===== config.mk =====
export PLATFORM = sky130hd
export DESIGN_NAME = cfg_addr_gen
export DESIGN_NICKNAME = d
export VERILOG_FILES = /design/src/rtl/cfg_addr_pkg.sv /design/src/rtl/cfg_addr_encode.sv /design/src/rtl/cfg_lane_shift.sv /design/src/rtl/cfg_seq_ctrl.sv /design/src/rtl/cfg_addr_gen.sv
export SDC_FILE = /design/constraint.sdc
export NUM_CORES = 1
export LEC_CHECK = 0
export BUFFER_PORTS_ARGS = -buffer_cell sky130_fd_sc_hd__buf_2
export CORE_MARGIN = 10
export CORE_UTILIZATION = 52
export DETAILED_ROUTE_END_ITERATION = 16
export PLACE_DENSITY = 0.86
export SETUP_SLACK_MARGIN = 0.02
export SLEW_MARGIN = 30
export SYNTH_ARGS = -nofsm -noshare
export SYNTH_HDL_FRONTEND = slang
export SYNTH_SLANG_ARGS = --single-unit

===== constraint.sdc =====
create_clock -name clk -period 5.8 [get_ports clk]
set_clock_uncertainty 0.1 [all_clocks]
set_input_delay 1.74 -clock clk [delete_from_list [all_inputs] [get_ports clk]]
set_output_delay 1.74 -clock clk [all_outputs]
set_load 0.05 [all_outputs]

===== src/rtl/cfg_addr_pkg.sv =====
package cfg_addr_pkg;

   localparam int BUS_W   = 8;
   localparam int DEVFN_W = 8;
   localparam int OFS_W   = 8;
   localparam int SIZE_W  = 3;
   localparam int DATA_W  = 32;
   localparam int CFG_W   = 32;
   localparam int EXT_W   = 32;

   typedef enum logic [1:0] {
      CFG_OK      = 2'b00,
      CFG_NODEV   = 2'b01,
      CFG_BADSIZE = 2'b10
   } cfg_status_e;

   typedef enum logic [2:0] {
      SQ_IDLE    = 3'd0,
      SQ_CHECK   = 3'd1,
      SQ_EXT_SET = 3'd2,
      SQ_ISSUE   = 3'd3,
      SQ_EXT_RST = 3'd4,
      SQ_RESP    = 3'd5
   } seq_state_e;

   typedef struct packed {
      logic [BUS_W-1:0]   bus;
      logic [DEVFN_W-1:0] devfn;
      logic [OFS_W-1:0]   ofs;
      logic [SIZE_W-1:0]  size;
      logic               write;
      logic [DATA_W-1:0]  wdata;
   } cfg_req_t;

endpackage


===== src/rtl/cfg_addr_encode.sv =====
module cfg_addr_encode
   import cfg_addr_pkg::*;
#(
   parameter int                ADDR_W       = 40,
   parameter logic [ADDR_W-1:0] CFG_BASE     = 40'hC0_0000_0000,
   parameter int                MAX_T0_DEV   = 20,
   parameter int                IDSEL_LSB    = 11,
   parameter int                SPARSE_SHIFT = 5
)(
   input  logic [BUS_W-1:0]   bus_i,
   input  logic [DEVFN_W-1:0] devfn_i,
   input  logic [OFS_W-1:0]   ofs_i,
   input  logic [SIZE_W-1:0]  size_i,
   output logic               type1_o,
   output cfg_status_e        status_o,
   output logic [ADDR_W-1:0]  host_addr_o
);

   localparam int N_IDSEL = MAX_T0_DEV + 1;
   localparam int DEV_W   = 5;
   localparam int FN_W    = 3;
   localparam int REG_W   = 6;

   if (MAX_T0_DEV > 31) begin : g_bad_dev
      $error("MAX_T0_DEV exceeds the device field range");
   end
   if (IDSEL_LSB + MAX_T0_DEV > CFG_W - 1) begin : g_bad_idsel
      $error("select bit would fall outside the configuration address");
   end
   if (SPARSE_SHIFT < 5) begin : g_bad_shift
      $error("sparse shift too small to hold the size field");
   end
   if (ADDR_W < CFG_W + SPARSE_SHIFT) begin : g_bad_addr
      $error("host address too narrow for the shifted configuration address");
   end

   logic [DEV_W-1:0]    dev;
   logic [FN_W-1:0]     fn;
   logic [REG_W-1:0]    regno;
   logic [N_IDSEL-1:0]  idsel_hot;
   logic                dev_ok;
   logic [CFG_W-1:0]    idsel_field;
   logic [CFG_W-1:0]    cfg_t0;
   logic [CFG_W-1:0]    cfg_t1;
   logic [CFG_W-1:0]    cfg_addr;
   logic                size_ok;
   logic [SPARSE_SHIFT-1:0] size_field;

   assign dev   = devfn_i[DEVFN_W-1 -: DEV_W];
   assign fn    = devfn_i[FN_W-1:0];
   assign regno = ofs_i[OFS_W-1:2];

   for (genvar g = 0; g < N_IDSEL; g++) begin : g_idsel
      assign idsel_hot[g] = (dev == DEV_W'(g));
   end

   assign dev_ok      = |idsel_hot;
   assign idsel_field = CFG_W'(idsel_hot) << IDSEL_LSB;
   assign cfg_t0      = idsel_field | CFG_W'({fn, regno, 2'b00});
   assign cfg_t1      = CFG_W'({bus_i, dev, fn, regno, 2'b01});

   assign type1_o  = (bus_i != '0);
   assign cfg_addr = type1_o ? cfg_t1 : cfg_t0;

   always_comb begin
      size_ok    = 1'b1;
      size_field = '0;
      case (size_i)
         3'd1:    size_field = SPARSE_SHIFT'(0);
         3'd2:    size_field = SPARSE_SHIFT'(8);
         3'd4:    size_field = SPARSE_SHIFT'(24);
         default: size_ok    = 1'b0;
      endcase
   end

   always_comb begin
      if (!size_ok)
         status_o = CFG_BADSIZE;
      else if (!type1_o && !dev_ok)
         status_o = CFG_NODEV;
      else
         status_o = CFG_OK;
   end

   assign host_addr_o = (ADDR_W'(cfg_addr) << SPARSE_SHIFT)
                      + ADDR_W'(size_field) + CFG_BASE;

endmodule


===== src/rtl/cfg_lane_shift.sv =====
module cfg_lane_shift #(
   parameter int DATA_W  = 32,
   parameter bit TO_HIGH = 1'b1,
   parameter int LANE_W  = $clog2(DATA_W / 8)
)(
   input  logic [DATA_W-1:0] data_i,
   input  logic [LANE_W-1:0] lane_i,
   output logic [DATA_W-1:0] data_o
);

   if (DATA_W % 8 != 0 || DATA_W < 16) begin : g_bad_width
      $error("data width must be a multiple of 8 and at least 16");
   end

   logic [LANE_W+2:0] bit_shift;
   assign bit_shift = {lane_i, 3'b000};

   if (TO_HIGH) begin : g_up
      assign data_o = data_i << bit_shift;
   end else begin : g_down
      assign data_o = data_i >> bit_shift;
   end

endmodule


===== src/rtl/cfg_seq_ctrl.sv =====
module cfg_seq_ctrl
   import cfg_addr_pkg::*;
(
   input  logic        clk,
   input  logic        rst_n,
   input  logic        req_valid_i,
   input  logic        host_done_i,
   input  cfg_status_e status_i,
   input  logic        type1_i,
   output logic        req_ready_o,
   output logic        accept_o,
   output logic        check_o,
   output logic        host_valid_o,
   output logic        ext_set_o,
   output logic        ext_rst_o,
   output logic        rd_capture_o,
   output logic        rsp_valid_o
);

   seq_state_e state_q, state_d;

   always_comb begin
      state_d = state_q;
      case (state_q)
         SQ_IDLE:
            if (req_valid_i) state_d = SQ_CHECK;
         SQ_CHECK:
            if (status_i != CFG_OK) state_d = SQ_RESP;
            else if (type1_i)       state_d = SQ_EXT_SET;
            else                    state_d = SQ_ISSUE;
         SQ_EXT_SET:
            state_d = SQ_ISSUE;
         SQ_ISSUE:
            if (host_done_i) state_d = type1_i ? SQ_EXT_RST : SQ_RESP;
         SQ_EXT_RST:
            state_d = SQ_RESP;
         SQ_RESP:
            state_d = SQ_IDLE;
         default:
            state_d = SQ_IDLE;
      endcase
   end

   always_ff @(posedge clk or negedge rst_n) begin
      if (!rst_n) state_q <= SQ_IDLE;
      else        state_q <= state_d;
   end

   assign req_ready_o  = (state_q == SQ_IDLE);
   assign accept_o     = req_ready_o && req_valid_i;
   assign check_o      = (state_q == SQ_CHECK);
   assign host_valid_o = (state_q == SQ_ISSUE);
   assign ext_set_o    = (state_q == SQ_EXT_SET);
   assign ext_rst_o    = (state_q == SQ_EXT_RST);
   assign rd_capture_o = host_valid_o && host_done_i;
   assign rsp_valid_o  = (state_q == SQ_RESP);

endmodule


===== src/rtl/cfg_addr_gen.sv =====
module cfg_addr_gen
   import cfg_addr_pkg::*;
#(
   parameter int                ADDR_W       = 40,
   parameter logic [ADDR_W-1:0] CFG_BASE     = 40'hC0_0000_0000,
   parameter int                MAX_T0_DEV   = 20,
   parameter int                IDSEL_LSB    = 11,
   parameter int                SPARSE_SHIFT = 5,
   parameter int                TYPE_MSB     = 31
)(
   input  logic              clk,
   input  logic              rst_n,
   input  logic              req_valid,
   output logic              req_ready,
   input  logic [7:0]        req_bus,
   input  logic [7:0]        req_devfn,
   input  logic [7:0]        req_offset,
   input  logic [2:0]        req_size,
   input  logic              req_write,
   input  logic [31:0]       req_wdata,
   output logic              rsp_valid,
   output logic [1:0]        rsp_status,
   output logic [31:0]       rsp_data,
   output logic              host_valid,
   output logic              host_write,
   output logic [ADDR_W-1:0] host_addr,
   output logic [31:0]       host_wdata,
   input  logic              host_done,
   input  logic [31:0]       host_rdata,
   input  logic [31:0]       ext_value,
   output logic              ext_we,
   output logic [31:0]       ext_wdata
);

   localparam int          LANE_W    = $clog2(DATA_W / 8);
   localparam int          TYPE_LSB  = TYPE_MSB - 1;
   localparam logic [1:0]  TYPE1_SEL = 2'b01;

   if (TYPE_MSB < 1 || TYPE_MSB > EXT_W - 1) begin : g_bad_type
      $error("cycle-type field outside the extension register");
   end
   if (CFG_BASE[SPARSE_SHIFT-1:0] != '0) begin : g_bad_base
      $error("configuration base must leave the size field clear");
   end

   cfg_req_t          req_q;
   logic [EXT_W-1:0]  ext_saved_q;
   cfg_status_e       status_q;
   logic [DATA_W-1:0] rdata_q;

   logic              accept, check, ext_set, ext_rst, rd_capture;
   logic              dec_type1;
   cfg_status_e       dec_status;
   logic [DATA_W-1:0] rd_aligned;
   logic [EXT_W-1:0]  ext_type1_val;

   cfg_seq_ctrl u_seq (
      .clk          (clk),
      .rst_n        (rst_n),
      .req_valid_i  (req_valid),
      .host_done_i  (host_done),
      .status_i     (dec_status),
      .type1_i      (dec_type1),
      .req_ready_o  (req_ready),
      .accept_o     (accept),
      .check_o      (check),
      .host_valid_o (host_valid),
      .ext_set_o    (ext_set),
      .ext_rst_o    (ext_rst),
      .rd_capture_o (rd_capture),
      .rsp_valid_o  (rsp_valid)
   );

   cfg_addr_encode #(
      .ADDR_W       (ADDR_W),
      .CFG_BASE     (CFG_BASE),
      .MAX_T0_DEV   (MAX_T0_DEV),
      .IDSEL_LSB    (IDSEL_LSB),
      .SPARSE_SHIFT (SPARSE_SHIFT)
   ) u_enc (
      .bus_i       (req_q.bus),
      .devfn_i     (req_q.devfn),
      .ofs_i       (req_q.ofs),
      .size_i      (req_q.size),
      .type1_o     (dec_type1),
      .status_o    (dec_status),
      .host_addr_o (host_addr)
   );

   cfg_lane_shift #(
      .DATA_W  (DATA_W),
      .TO_HIGH (1'b1)
   ) u_wr_lane (
      .data_i (req_q.wdata),
      .lane_i (req_q.ofs[LANE_W-1:0]),
      .data_o (host_wdata)
   );

   cfg_lane_shift #(
      .DATA_W  (DATA_W),
      .TO_HIGH (1'b0)
   ) u_rd_lane (
      .data_i (host_rdata),
      .lane_i (req_q.ofs[LANE_W-1:0]),
      .data_o (rd_aligned)
   );

   always_ff @(posedge clk or negedge rst_n) begin
      if (!rst_n) begin
         req_q       <= '0;
         ext_saved_q <= '0;
      end else if (accept) begin
         req_q.bus   <= req_bus;
         req_q.devfn <= req_devfn;
         req_q.ofs   <= req_offset;
         req_q.size  <= req_size;
         req_q.write <= req_write;
         req_q.wdata <= req_wdata;
         ext_saved_q <= ext_value;
      end
   end

   always_ff @(posedge clk or negedge rst_n) begin
      if (!rst_n)     status_q <= CFG_OK;
      else if (check) status_q <= dec_status;
   end

   always_ff @(posedge clk or negedge rst_n) begin
      if (!rst_n)                         rdata_q <= '0;
      else if (accept)                    rdata_q <= '0;
      else if (rd_capture && !req_q.write) rdata_q <= rd_aligned;
   end

   always_comb begin
      ext_type1_val = ext_saved_q;
      ext_type1_val[TYPE_MSB:TYPE_LSB] = TYPE1_SEL;
   end

   assign ext_we     = ext_set || ext_rst;
   assign ext_wdata  = ext_set ? ext_type1_val : ext_saved_q;
   assign host_write = req_q.write;
   assign rsp_status = status_q;
   assign rsp_data   = rdata_q;

endmodule


---- Word-level counts from Yosys, hierarchy flattened ----
Index checks and enable logic that the tools add are counted.
storage, ports and cells
  register bits after elaboration ......... 129
  input bits .............................. 128
  word-level logic and storage cells ...... 75
cells by class
  $add $sub $neg .......................... 2
  equality and inequality tests ........... 30
  shift-type cells ........................ 2
  mux-type cells .......................... 14
  bitwise logic cells ..................... 1
  reduce and logical (&&, ||, !) cells .... 16
operators with widths
  kind                                                             count
  32-bit two-way mux                                               4
  40-bit adder, second input constant                              1
  5-bit by 4-bit == test with 1-bit output, second input constant  8
  37-bit by 5-bit adder with 38-bit output                         1
  32-bit by 11-bit bitwise OR with 32-bit output                   1
  32-bit by 5-bit << shifter with 32-bit output                    1
  32-bit by 5-bit >> shifter with 32-bit output                    1
  5-bit == test, second input constant                             5
  21-bit OR reduction                                              1
  5-bit by 3-bit == test with 1-bit output, second input constant  4
  3-bit case mux with 5 select lines                               1
  5-bit by 2-bit == test with 1-bit output, second input constant  2
  5-bit case mux with 2 select lines                               1
  3-bit by 2-bit == test with 1-bit output, second input constant  3
  3-bit == test, second input constant                             3
  3-bit two-way mux                                                3
  8-bit nonzero test                                               1
  3-bit by 1-bit == test with 1-bit output, second input constant  2
  5-bit by 1-bit == test with 1-bit output, second input constant  1
  5-bit logical NOT                                                1
  1-bit logical AND                                                4
  1-bit two-way mux                                                4
  2-bit != test, second input constant                             2
  2-bit nonzero test                                               2
  other kinds (6)                                                  8

---- Depth between registers and ports, before layout ----
Gate-level depths: netlist of the first run.
  depth after elaboration ................. 9
  mapped depth ............................ 8
  depth with buffers taken out ............ 5

---- Modules after synthesis ----
A second synthesis of the first run with hierarchy kept.
second synthesis, totals
  cell total of the unflattened synthesis .. 609
  area, all modules ....................... 7689.9 um2
modules (own cells, without submodules)
  module                       times used  cells each  area each (um2)  sequential area each (um2)
  cfg_addr_gen                 1           376         5775.5           3153.0
  cfg_lane_shift at u_wr_lane  1           65          579.3            0.0
  cfg_addr_encode              1           75          554.3            0.0
  cfg_lane_shift at u_rd_lane  1           66          550.5            0.0
  cfg_seq_ctrl                 1           27          230.2            75.1

---- Worst setup path after synthesis of the first run ----
Ideal clock, no wire load.
  path type ............................... flip-flop to output port
  start ................................... register req_q[57] (netlist name)
  end ..................................... output host_addr[28]
  arrival ................................. 2855 ps
  data required time ...................... 3960 ps
  path slack .............................. 1105 ps
  stages on the path, launching flop included .. 6
  buffers on the path ..................... 1
  cells stage by stage .................... dfrtp_1 > nor4_1 > and2_1 > inv_1 > clkbuf_1 > o41ai_1
on the way
  word-level cells in the longest chain between the ends .. 4
RTL lines
  item                                      line                   text
  start: declaration                        cfg_addr_gen.sv:46     cfg_req_t req_q;
  8-bit nonzero test                        cfg_addr_encode.sv:62  assign type1_o = (bus_i != '0);
  via dec_type1                             cfg_addr_gen.sv:52     logic dec_type1;
  32-bit two-way mux                        cfg_addr_encode.sv:63  assign cfg_addr = type1_o ? cfg_t1 : cfg_t0;
  37-bit by 5-bit adder with 38-bit output  cfg_addr_encode.sv:86  + ADDR_W'(size_field) + CFG_BASE;
  40-bit adder                              cfg_addr_encode.sv:86
  end: declaration                          cfg_addr_gen.sv:26     output logic [ADDR_W-1:0] host_addr,
The timed path passes the listed nets, and every way through them passes these cells.

---- Final worst setup path of the first run ----
  start ................................... register req_q[57] (netlist name)
  end ..................................... output host_addr[36]
on the way
  word-level cells in the longest chain between the ends .. 4
RTL lines
  item                                          line
  8-bit nonzero test                            cfg_addr_encode.sv:62
  32-bit two-way mux (*)                        cfg_addr_encode.sv:63
  37-bit by 5-bit adder with 38-bit output (*)  cfg_addr_encode.sv:86
  40-bit adder (*)                              cfg_addr_encode.sv:86
Every way passes the cells marked *; elsewhere a longest branch is shown, timed or not.

==> run metrics, run 1 <==
status completed; worst slew pin tran 826 ps; post-synthesis cell count 558; Synth Flop Type dfrtp_1; antenna violations before repair 2; dpl ws 1720 ps; die area 17300 um2; worst-skew pair later-pin latency 420 ps; DP HPWL 14200 um; hold_buf cts 0; warnings from Yosys 0; Yosys reg bits 129; post-synthesis xor/xnor area fraction 0.135%; Core Box Area 12100 um2; Slew Limit Fails 0; slowest cell on the critical path nor4_1; post-CTS setup buffers 0; H-Tree Depth 4; Cell Area, Synth 6480 um2; CTS sink count 129; CP arrival 2800 ps; Initial DRC Count 296; All-Layer GR Usage 21.6%; row cnt 40; adder-cell share of the synthesized area 0%; CTS Buf Count 17; share of post-route cells with drive strength above 1 49.9%; placed inst area 7540 um2; # DRC 0; Seq/Total Area, Yosys 49.8%; Max Cap Viol 0; Tmin final 4640 ps; I/O pins 271; worst reg2reg path depth 4; crit path kind flip-flop to output pin; Final Cycle Share 80.1%; vias in the first global route 5538; Setup Viol. Count Final 0; number of synthesized flops with an enable pin 0; syn avg cell area 11.6 um2; largest family of logic cells by synthesized area multiplexers; Slew Limit Headroom 44.9%; CTS root buffer clkbuf_16; Initial Util 53.5%; Max FO, Critical Path 14; Max Freq 215 MHz; Startpoint Class flip-flop; compound-cell area share of the yosys netlist 11.3%; gr ovfl total 0; Worst setup EP type output pin; TritonCTS clock tree yes; r2r setup slk 3140 ps; hold depth 1; Via density 5.46; DRT Pass-1 Iters 5; critical path cell sequence nor4_1 > and2_1 > inv_1 > nor3_1 > and4b_1 > buf_2; Post-CTS Resized 0; Setup WS post-layout 1160 ps; routability cong. 0.923; simple-gate area share of the yosys netlist 8.84%; Total Nets Final 892; FFs w/ async S/R, synth 100%; worst min-delay path category flip-flop to flip-flop; Design Area, Final 8170 um2; Setup TNS 0 ps; Routed WL per cell 20.2 um; Hold WS 376 ps; Die X 132 um; Syn-to-layout area delta 26.1%; deepest clock path buffer count 2; via count 5167; CTS clk-pin slew, worst paths 60 ps; multiplexer area fraction after synthesis 21.1%; Die Height 132 um; Yosys cell types 45; Hold Fails Final Rpt 0; CP max stage delay 470 ps; CP required 3960 ps; DRT antenna net count 0; largest net degree at the start of global routing 64; Port Buf Inserts 263; aggregate routed wire length 19100 um; first-pass GRT wire length 30000 um; RSZ-0062 raised after global routing no
[kinds of logic after synthesis]
logic type	after synthesis
other	2
AND/OR/NAND/NOR	111
buffers and inverters	91
multiplexers	125
AO/OA/AOI/OAI	99
XOR/XNOR	1
flip-flops	129
[critical path: cells and delay by family, from the launching register on]
family | cells | cell delay (ps)
buffers and inverters | 2 | 520
DFF | 1 | 390
and+or+nand+nor | 4 | 1480
[sequential cells by signal, summed over array words and instances, names as in the netlist]
register	cells
rsp_status	2
req_q	59
u_seq.state_q	3
rsp_data	32
host_write	1
ext_saved_q	32
[layout by cell type (no fill, tap or decap), types with 8 or more instances in the layout]
cell type    n
buf_2      262
dfrtp_1    127
mux2_2      83
mux2i_1     33
nand2_1     33
nor2_1      25
o21ai_0     21
nor2b_1     17
clkbuf_16   17
a22o_1      16
a21o_1      10
and2_1       9
a21oi_1      9
mux2_1       9
o2bb2ai_1    9
a211oi_1     8
a211o_1      8
a32o_1       8
[synth_stat cells, types with 2 or more instances]
library cell | instances | share of area [%]
dfrtp_1 | 129 | 50
mux2_2 | 83 | 14
buf_4 | 54 | 6.3
mux2i_1 | 33 | 5.1
nand2_1 | 33 | 1.9
nor2_1 | 25 | 1.4
o21ai_0 | 21 | 1.6
nor2b_1 | 17 | 1.6
a22o_1 | 16 | 2.2
buf_2 | 16 | 1.2
clkbuf_1 | 15 | 0.87
a21o_1 | 10 | 1.2
and2_1 | 10 | 0.97
a21oi_1 | 9 | 0.69
mux2_1 | 9 | 1.6
o2bb2ai_1 | 9 | 1.2
a211o_1 | 8 | 1.1
a211oi_1 | 8 | 0.93
a32o_1 | 8 | 1.2
nand2b_1 | 5 | 0.48
nor3b_1 | 4 | 0.46
nor4_1 | 4 | 0.39
inv_1 | 3 | 0.17
buf_1 | 2 | 0.12
conb_1 | 2 | 0.12
nand3_1 | 2 | 0.15
nand3b_1 | 2 | 0.23
nor3_1 | 2 | 0.15
o21a_1 | 2 | 0.23
o41ai_1 | 2 | 0.27
[stage by stage]
stage	util [%]	instances
after floorplan	-	563
after global placement	62.2	913
after detailed placement	62.2	913
after CTS	67.5	945
after global routing	67.5	945
final	67.5	946
[metal layers]
metal / part of all wire, % / global-route usage, %
met1: 37 / 23.0
met2: 50 / 36.0
met3: 11 / 10.3
met4: 2.1 / 8.90
met5: 0.068 / 0
[path summary, 6_finish.rpt]
kind | startpoint | to
max | req_q[57] | host_addr[36]
min | req_q[26] | req_q[26]
max reg2reg | u_seq.state_q[0] | req_q[9]
min reg2reg | req_q[26] | req_q[26]
max in group asynchronous | rst_n | rsp_data[10]
min in group asynchronous | rst_n | req_q[3]
[final cells by class]
| cell class | count | area [um2] |
|---|---|---|
| clock buffer | 23 | 478 |
| clock inverter | 9 | 154 |
| fill | 922 | 3940 |
| timing repair buffer | 269 | 1360 |
| antenna | 1 | 2.50 |
| multi-input combinational | 343 | 2720 |
| tap | 168 | 210 |
| inverter | 4 | 15.0 |
| sequential | 129 | 3230 |
Power of run 1 is left out: the tool's default activity adds up to more than one toggle a clock period on the data nets, which glitch-free logic cannot reach.
==> run 2, diff against run 1 <==
--- a/config.mk
+++ b/config.mk
@@ -7,9 +7,9 @@
 export LEC_CHECK = 0
 export BUFFER_PORTS_ARGS = -buffer_cell sky130_fd_sc_hd__buf_2
 export CORE_MARGIN = 10
-export CORE_UTILIZATION = 52
+export CORE_UTILIZATION = 49
 export DETAILED_ROUTE_END_ITERATION = 16
-export PLACE_DENSITY = 0.86
+export PLACE_DENSITY = 0.81
 export SETUP_SLACK_MARGIN = 0.02
 export SLEW_MARGIN = 30
 export SYNTH_ARGS = -nofsm -noshare
==> constraint.sdc (replaced) <==
create_clock -name clk -period 4.7 [get_ports clk]
set_clock_uncertainty 0.1 [all_clocks]
set_input_delay 1.41 -clock clk [delete_from_list [all_inputs] [get_ports clk]]
set_output_delay 1.41 -clock clk [all_outputs]
set_load 0.05 [all_outputs]
==> run 2 against run 1 <==
Compared with the run above:
- worst hold slack improved by 0.59 ps
- count of clock-buffer cells in the layout fell by 2
- register-to-register slack worse by 770 ps
- sequential share of layout area increased by 0.24 points
- final cell count is 0.32% higher
- core utilization decreased by 3.9 points
- routed wire length rose by 1.3%
- via count decreased by 0.31%
- critical path type unchanged
- largest cell class unchanged
- highest routed layer is now met4
==> run metrics, run 2 (synthesis gave the netlist of run 1 again) <==
Startpoint Class flip-flop; dpl ws 1150 ps; Antenna diodes 0; Hold Fails Final Rpt 0; worst slew pin tran 890 ps; routability cong. 0.869; crit path kind flip-flop to output pin; Slew Limit Fails 0; CP max stage delay 400 ps; Tmin final 4030 ps; gr ovfl total 0; TritonCTS clock tree yes; critical path cell sequence nor4_1 > and2_1 > inv_1 > nor3_1 > and4b_1 > buf_2; row cnt 41; die area 18200 um2; hold_buf cts 0; Syn-to-layout area delta 25.2%; Inst Count DP 918; Initial Util 50.7%; most frequent cells in the layout buf_2, dfrtp_1, mux2_2; Worst setup EP type output pin; Largest register FFs 59; worst min-delay path category flip-flop to flip-flop; Final Cycle Share 85.8%; All-Layer GR Usage 20.7%; Initial DRC Count 474; # DRC 0; first-pass GRT wire length 30400 um; via count 5151; slowest cell on the critical path dfrtp_1; Most flops, register req_q; Setup WS post-layout 669 ps; antenna violations before repair 0; filler cell count 1003; Max FO, Critical Path 14; CP arrival 2520 ps; Finished Layout Cells 949; CTS clk-pin slew, worst paths 60 ps; Total Nets Final 893; most common cell after layout, fill and taps aside buf_2; status completed; CTS root buffer clkbuf_16; Core Box Area 12800 um2; Setup Viol. Count Final 0; Max Freq 248 MHz; CTS Buf Count 17; Via density 5.43; deepest clock path buffer count 2; Port Buf Inserts 263; DP HPWL 14500 um; Die Height 135 um; H-Tree Depth 4; DRT Pass-1 Iters 5; RSZ-0062 raised after global routing no; Final Core Density 63.5%; CP required 3190 ps; Setup TNS 0 ps; CTS sink count 129; DRT antenna net count 0; Slew Limit Headroom 40.7%; aggregate routed wire length 19300 um; post-CTS setup buffers 0; Max Cap Viol 0; Post-CTS Resized 0; Routed WL per cell 20.3 um; share of post-route cells with drive strength above 1 50.1%; I/O pins 271; largest net degree at the start of global routing 71; vias in the first global route 5611; Die X 135 um; worst-skew pair later-pin latency 410 ps
run 2: changes by cell type in the layout (fill, tap and decap cells not counted):
cell        previous run  this run
buf_12                 0         2
buf_4                  7         6
bufinv_16              4         1
clkbuf_1               3         2
clkbuf_8               3         2
clkinv_2               2         4
clkinv_4               1         0
clkinvlp_4             2         5
dfrtp_2                1         2
dfrtp_4                1         0
diode_2                1         0
nor2_2                 0         1
nor2_4                 1         0
run 2: worst max-delay path: cells and delay by family, from the launching register on:
kind                   cells  cell delay, ps
flip-flops                 1             400
AND/OR/NAND/NOR            4            1210
buffers and inverters      2             480
run 2: path summary, 6_finish.rpt:
check                           slack (ps)           from            end  depth (start not counted)
worst max-delay path                   670      req_q[57]  host_addr[36]                          6
worst min-delay path                   380  rsp_status[1]  rsp_status[1]                          1
worst max register to register        2370      req_q[37]   rsp_data[28]                          3
worst min register to register         380  rsp_status[1]  rsp_status[1]                          1
max in group asynchronous             2620          rst_n      req_q[36]                          2
min in group asynchronous              960          rst_n      req_q[23]                          1
run 2: through the flow:
step | hold WS [ps] | cell area (um2)
floorplan | 350 | 6500
global placement | 362 | 7570
detailed placement | 371 | 7570
CTS | 383 | 8120
global route | 409 | 8120
finish | 377 | 8120
run 2: metal layers:
layer / part of all wire (%) / vias up / global-route usage [%] / wire [um]
met5: 0 / - / 0 / 0
li1: - / 2339 / - / -
met2: 48 / 267 / 33.6 / 9180
met4: 1.5 / 0 / 7.36 / 290
met1: 39 / 2520 / 23.0 / 7480
met3: 12 / 25 / 10.5 / 2360
run 2: layout make-up:
| class | count | area (um2) | share of cell area, % |
|---|---|---|---|
| clock inverters | 10 | 87.6 | 1.08 |
| flip-flops and latches | 129 | 3230 | 39.8 |
| multi-input cells | 343 | 2710 | 33.4 |
| well taps | 172 | 215 | 2.65 |
| clock buffers | 21 | 460 | 5.67 |
| repair buffers | 270 | 1400 | 17.2 |
| inverters | 4 | 15.0 | 0.185 |
Power of run 2 is left out for the same reason.
